<file path="config.mk">
export PLATFORM = sky130hd
export DESIGN_NAME = iot_sequencer
export DESIGN_NICKNAME = d
export VERILOG_FILES = /design/src/rtl/iot_seq_pkg.sv /design/src/rtl/iot_slot_timer.sv /design/src/rtl/iot_pulse_gate.sv /design/src/rtl/iot_ac_merge.sv /design/src/rtl/iot_sequencer.sv
export SDC_FILE = /design/constraint.sdc
export NUM_CORES = 1
export LEC_CHECK = 0
export BUFFER_PORTS_ARGS = -buffer_cell sky130_fd_sc_hd__buf_2
export CORE_MARGIN = 2
export CORE_UTILIZATION = 52
export DETAILED_ROUTE_END_ITERATION = 12
export PLACE_DENSITY = 0.88
export SLEW_MARGIN = 0
export SYNTH_ARGS = -nofsm -noshare
export SYNTH_HDL_FRONTEND = slang
export SYNTH_SLANG_ARGS = --single-unit
</file>
<file path="constraint.sdc">
create_clock -name clk -period 3.8 [get_ports clk]
set_clock_uncertainty 0.2 [all_clocks]
set_input_delay 0.76 -clock clk [delete_from_list [all_inputs] [get_ports clk]]
set_output_delay 0.76 -clock clk [all_outputs]
set_load 0.01 [all_outputs]
</file>
<file path="src/rtl/iot_seq_pkg.sv">
package iot_seq_pkg;

    localparam int WORD_W    = 12;
    localparam int OPC_W     = 3;
    localparam int OPC_LO    = WORD_W - OPC_W;
    localparam int SEL_W     = 6;
    localparam int SEL_LO    = 3;
    localparam int NUM_SLOTS = 3;
    localparam int SLOT_W    = 2;

    localparam logic [OPC_W-1:0] IOT_OPCODE = 3'b110;

    typedef struct packed {
        logic              pause;
        logic [WORD_W-1:0] instr;
        logic [WORD_W-1:0] ac;
        logic              skip;
        logic              done;
    } seq_state_t;

endpackage

</file>
<file path="src/rtl/iot_slot_timer.sv">
module iot_slot_timer
    import iot_seq_pkg::*;
#(
    parameter int SLOT_CYCLES = 4,
    parameter int PULSE_START = 1,
    parameter int PULSE_LEN   = 2
) (
    input  logic              clk,
    input  logic              rst_n,
    input  logic              run,
    output logic [SLOT_W-1:0] slot,
    output logic              in_pulse,
    output logic              strobe,
    output logic              last_strobe
);

    localparam int CNT_W = (SLOT_CYCLES > 1) ? $clog2(SLOT_CYCLES) : 1;
    localparam logic [CNT_W-1:0] CNT_LAST = CNT_W'(SLOT_CYCLES - 1);
    localparam logic [SLOT_W-1:0] SLOT_LAST = SLOT_W'(NUM_SLOTS - 1);

    logic [CNT_W-1:0]  cnt_d, cnt_q;
    logic [SLOT_W-1:0] slot_d, slot_q;

    always_comb begin
        strobe      = run && (cnt_q == CNT_LAST);
        last_strobe = strobe && (slot_q == SLOT_LAST);
        in_pulse    = run && (int'(cnt_q) >= PULSE_START)
                          && (int'(cnt_q) < PULSE_START + PULSE_LEN);
        cnt_d  = cnt_q;
        slot_d = slot_q;
        if (!run) begin
            cnt_d  = '0;
            slot_d = '0;
        end else if (strobe) begin
            cnt_d  = '0;
            slot_d = last_strobe ? '0 : slot_q + 1'b1;
        end else begin
            cnt_d = cnt_q + 1'b1;
        end
    end

    always_ff @(posedge clk) begin
        if (!rst_n) begin
            cnt_q  <= '0;
            slot_q <= '0;
        end else begin
            cnt_q  <= cnt_d;
            slot_q <= slot_d;
        end
    end

    assign slot = slot_q;


    strobe_wrap_chk: assert property (@(posedge clk) disable iff (!rst_n)
        strobe |=> (cnt_q == '0));


    slot_range_chk: assert property (@(posedge clk) disable iff (!rst_n)
        run |-> (int'(slot_q) < NUM_SLOTS));

endmodule

</file>
<file path="src/rtl/iot_pulse_gate.sv">
module iot_pulse_gate
    import iot_seq_pkg::*;
(
    input  logic                 in_pulse,
    input  logic [SLOT_W-1:0]    slot,
    input  logic [NUM_SLOTS-1:0] gate,
    output logic [NUM_SLOTS-1:0] pulse
);

    for (genvar k = 0; k < NUM_SLOTS; k++) begin : g_pulse
        assign pulse[k] = in_pulse && (slot == SLOT_W'(k)) && gate[k];
    end

endmodule

</file>
<file path="src/rtl/iot_ac_merge.sv">
module iot_ac_merge
    import iot_seq_pkg::*;
(
    input  logic [WORD_W-1:0] acc,
    input  logic [WORD_W-1:0] bus,
    input  logic              clr,
    output logic [WORD_W-1:0] merged
);

    assign merged = (clr ? '0 : acc) | bus;

endmodule

</file>
<file path="src/rtl/iot_sequencer.sv">
module iot_sequencer
    import iot_seq_pkg::*;
#(
    parameter int SLOT_CYCLES = 4,
    parameter int PULSE_START = 1,
    parameter int PULSE_LEN   = 2
) (
    input  logic              clk,
    input  logic              rst_n,
    input  logic              instr_valid,
    input  logic [WORD_W-1:0] instr,
    input  logic [WORD_W-1:0] ac_in,
    input  logic [WORD_W-1:0] bus_data,
    input  logic              ac_clear,
    input  logic              skip_line,
    output logic              busy,
    output logic [SEL_W-1:0]  sel_code,
    output logic [NUM_SLOTS-1:0] iop,
    output logic              strobe,
    output logic [WORD_W-1:0] ac_out,
    output logic              pc_inc,
    output logic              done
);

    seq_state_t        st_d, st_q;
    logic [SLOT_W-1:0] slot;
    logic              in_pulse, last_strobe, accept;
    logic [WORD_W-1:0] ac_merged;

    iot_slot_timer #(
        .SLOT_CYCLES(SLOT_CYCLES),
        .PULSE_START(PULSE_START),
        .PULSE_LEN  (PULSE_LEN)
    ) u_timer (
        .clk        (clk),
        .rst_n      (rst_n),
        .run        (st_q.pause),
        .slot       (slot),
        .in_pulse   (in_pulse),
        .strobe     (strobe),
        .last_strobe(last_strobe)
    );

    iot_pulse_gate u_gate (
        .in_pulse(in_pulse),
        .slot    (slot),
        .gate    (st_q.instr[NUM_SLOTS-1:0]),
        .pulse   (iop)
    );

    iot_ac_merge u_merge (
        .acc   (st_q.ac),
        .bus   (bus_data),
        .clr   (ac_clear),
        .merged(ac_merged)
    );

    assign accept = instr_valid && !st_q.pause
                 && (instr[WORD_W-1:OPC_LO] == IOT_OPCODE);

    always_comb begin
        st_d      = st_q;
        st_d.done = 1'b0;
        if (!st_q.pause) begin
            if (accept) begin
                st_d.pause = 1'b1;
                st_d.instr = instr;
                st_d.ac    = ac_in;
                st_d.skip  = 1'b0;
            end
        end else if (strobe) begin
            st_d.ac = ac_merged;
            if (skip_line) st_d.skip = 1'b1;
            if (last_strobe) begin
                st_d.pause = 1'b0;
                st_d.done  = 1'b1;
            end
        end
    end

    always_ff @(posedge clk) begin
        if (!rst_n) st_q <= '0;
        else        st_q <= st_d;
    end

    assign busy     = st_q.pause;
    assign sel_code = st_q.pause ? st_q.instr[SEL_LO +: SEL_W] : '0;
    assign ac_out   = st_q.ac;
    assign done     = st_q.done;
    assign pc_inc   = st_q.done && st_q.skip;


    iop_onehot_chk: assert property (@(posedge clk) disable iff (!rst_n)
        $onehot0(iop));


    iop_idle_chk: assert property (@(posedge clk) disable iff (!rst_n)
        (|iop) |-> busy);


    strobe_quiet_chk: assert property (@(posedge clk) disable iff (!rst_n)
        strobe |-> (iop == '0));


    sel_stable_chk: assert property (@(posedge clk) disable iff (!rst_n)
        (busy && $past(busy)) |-> $stable(sel_code));


    done_after_pause_chk: assert property (@(posedge clk) disable iff (!rst_n)
        $fell(busy) |-> done);


    done_single_chk: assert property (@(posedge clk) disable iff (!rst_n)
        done |=> !done);


    pc_inc_done_chk: assert property (@(posedge clk) disable iff (!rst_n)
        pc_inc |-> done);


    start_valid_chk: assert property (@(posedge clk) disable iff (!rst_n)
        $rose(busy) |-> $past(instr_valid));

endmodule

</file>
==> flow_summary.ini <==
[detailed_routing]
wl_um = 3360
drc = 0
ant_nets = 0
vias = 1449
wl_per_cell_um = 12.1
drt_pass1_iterations = 2
vias_per_cell = 5.21
drt-initial-drc-count = 49

[floorplan]
initial_core_util = 0.548
fp.dieW_um = 60.7
ios = 66
dieArea_mm2 = 0.00369
rows = 20
die_h_um = 60.7
core_mm2 = 0.00305

[synth]
synth_nets = 237
synth_commonest_cells = dfxtp_1, and3_1, o21a_1
synth_edf_count = 0
yosysMostFrequentCell = dfxtp_1
synth.yosys.warnings = 0
yosys.area.top_type = dfxtp_1
ys_seq_area_frac = 0.335
synthCells = 194
yosys-top-cells-area = dfxtp_1, o21a_1, and3_1
syn_avg_cell_area_um2 = 8.63
synth_top_area_share = 0.335
synth_seq_cells = 28
yosysUniqueCellTypes = 31
ys_async_sr_fraction = 0
synthesis.area_mm2 = 0.00167
ys.flop_type = dfxtp_1

[setup_path]
start_kind = flip-flop
reg2reg_slack_ps = 1960
slowest_delay_ps = 350
crit_start = u_timer.cnt_q[0]
cpMaxStageDelayCell = dfxtp_1
cp_cell_sequence = ha_1, nor2_1, nand2_1, nor4b_1, buf_2
crit_end = iop[0]
worstReg2RegEnd = ac_out[11]
worst_ep_arrival_time_ps = 1670
worstSetupPathType = flip-flop to output pin
required_ps = 2840
end_kind = output pin
worstReg2RegStart = busy
r2r_cells = 4
critPathMaxFanout = 9

[run]
cap_violations = 0

[timing]
slew_violations = 0
setup_viol = 0
min_period_ps = 2630
slew-limit-headroom = 0.601
worst_slack_ps = 1170
finalHoldViolCount = 0
tightest_slew_ps = 598
clock.fmax_ghz = 0.381
rsz0062_at_grt = false
tns_ps = 0
fin_crit_sh = 0.691

[clock_tree]
cts_setup_buffers = 0
insertion_delay_ps = 310
tritoncts = done
ctsHoldBuffers = 0
clockRootBuffer = clkbuf_4
htreeDepth = 1
cts_resized = 0
path_clk_slew_ps = 130
cts.sinks = 28
cts_buffer_depth = 2
cts_made_buffers = 3

[layout]
fin_nets = 279
nFillCells = 314
syn_to_final_growth_pct = 12.9
drive_above_1_share = 0.303
stdcell_count = 278
n_antenna_cell = 0

[global_route]
grtUsageMet3 = 0.0469
grt_pass1_vias = 1304
grt_max_degree = 45
antenna_found_initial = 0
use_met1 = 0.213
grt_pass1_wl_um = 5460
grt.total_usage = 0.190
gr-max-usage-layer = met2
grt.overflow.total = 0
use_met2 = 0.373

[place]
dp_worst_setup_slack_ps = 1520
dpl.cell_count = 275
hpwl_um = 2410
place.gp.congestion = 0.816
port_buffers = 65

[power_and_ir_drop]
p_leak_nw = 0.904
p_total_mw = 0.474
peakVddDrop_uv = 222
powerDensity_mw_per_mm2 = 251

[min_path]
hold_path_class = flip-flop to flip-flop
holdCritStartpoint = u_timer.cnt_q[0]

[outcome]
outcome = complete, no violations
==> logic make-up (layout without fill, tap and decap cells) <==
| group | after synthesis | in the layout | synth area share |
|---|---|---|---|
| simple gates | 61 | 61 | 0.220 |
| compound gates | 58 | 58 | 0.265 |
| buf+inv | 44 | 84 | 0.159 |
| flops | 28 | 28 | 0.335 |
| fa+ha+maj | 2 | 2 | 0.0149 |
| mux | 1 | 1 | 0.00598 |
==> worst max-delay path: cells and delay by family (launching register included) <==
kind / cells / cell delay (ps)
adder cells (fa/ha/maj): 1 / 310
AND/OR/NAND/NOR: 3 / 520
buffers and inverters: 1 / 180
flip-flops: 1 / 350
==> power by group <==
group | switching, mW | total (mW) | internal, mW
registers | 0.00385 | 0.303 | 0.299
logic | 0.0281 | 0.0559 | 0.0277
clock network | 0.0786 | 0.116 | 0.0371
==> sequential cells by signal (all words and copies together), names as in the netlist <==
register / flops
ac_out: 12
st_q: 10
u_timer.cnt_q: 2
u_timer.slot: 2
busy: 1
done: 1
==> per-layer routing <==
metal	vias to the layer above	part of all wire
li1	742	-
met1	666	0.43
met2	41	0.51
met3	0	0.058
met4	0	0
met5	-	0
==> worst min-delay path by stage <==
| stage | to | slack [ps] | depth (start not counted) |
|---|---|---|---|
| after floorplan | u_timer.cnt_q[0] | 230 | 1 |
| after global placement | u_timer.cnt_q[0] | 240 | 1 |
| after detailed placement | u_timer.cnt_q[0] | 260 | 1 |
| after CTS | u_timer.cnt_q[0] | 280 | 1 |
| after global routing | u_timer.cnt_q[0] | 310 | 1 |
| final | u_timer.cnt_q[0] | 270 | 1 |
==> metrics by stage <==
step                hold slack [ps]  instance area (um2)  utilization
global route                    307                 1890        0.619
CTS                             278                 1890        0.619
global placement                237                 1870        0.611
detailed placement              259                 1870        0.611
floorplan                       226                 1670            -
finish                          273                 1890        0.619
==> final cells by class <==
type	count	area (um2)	share of cell area
Multi-Input combinational cell	122	862	0.456
Timing Repair Buffer	66	333	0.176
Sequential cell	28	561	0.297
Inverter	15	56.3	0.0298
Clock buffer	3	22.5	0.0119
Tap cell	44	55.1	0.0291
==> layout by cell type, fill, tap and decap left out, drive strengths merged <==
cell type	instances
and3	22
nor4bb	1
nor3	2
buf	66
dfxtp	28
nand2b	1
a21oi	1
ha	2
mux2i	1
nand2	4
and2	8
a31oi	1
a211oi	11
nand3b	2
o31a	11
nor3b	1
nand3	1
o21ai	1
clkbuf	3
nor4b	1
inv	15
a22oi	1
a211o	1
nor2b	13
o21a	21
a21boi	10
nor2	5
Power figures use the tool's default switching activity.
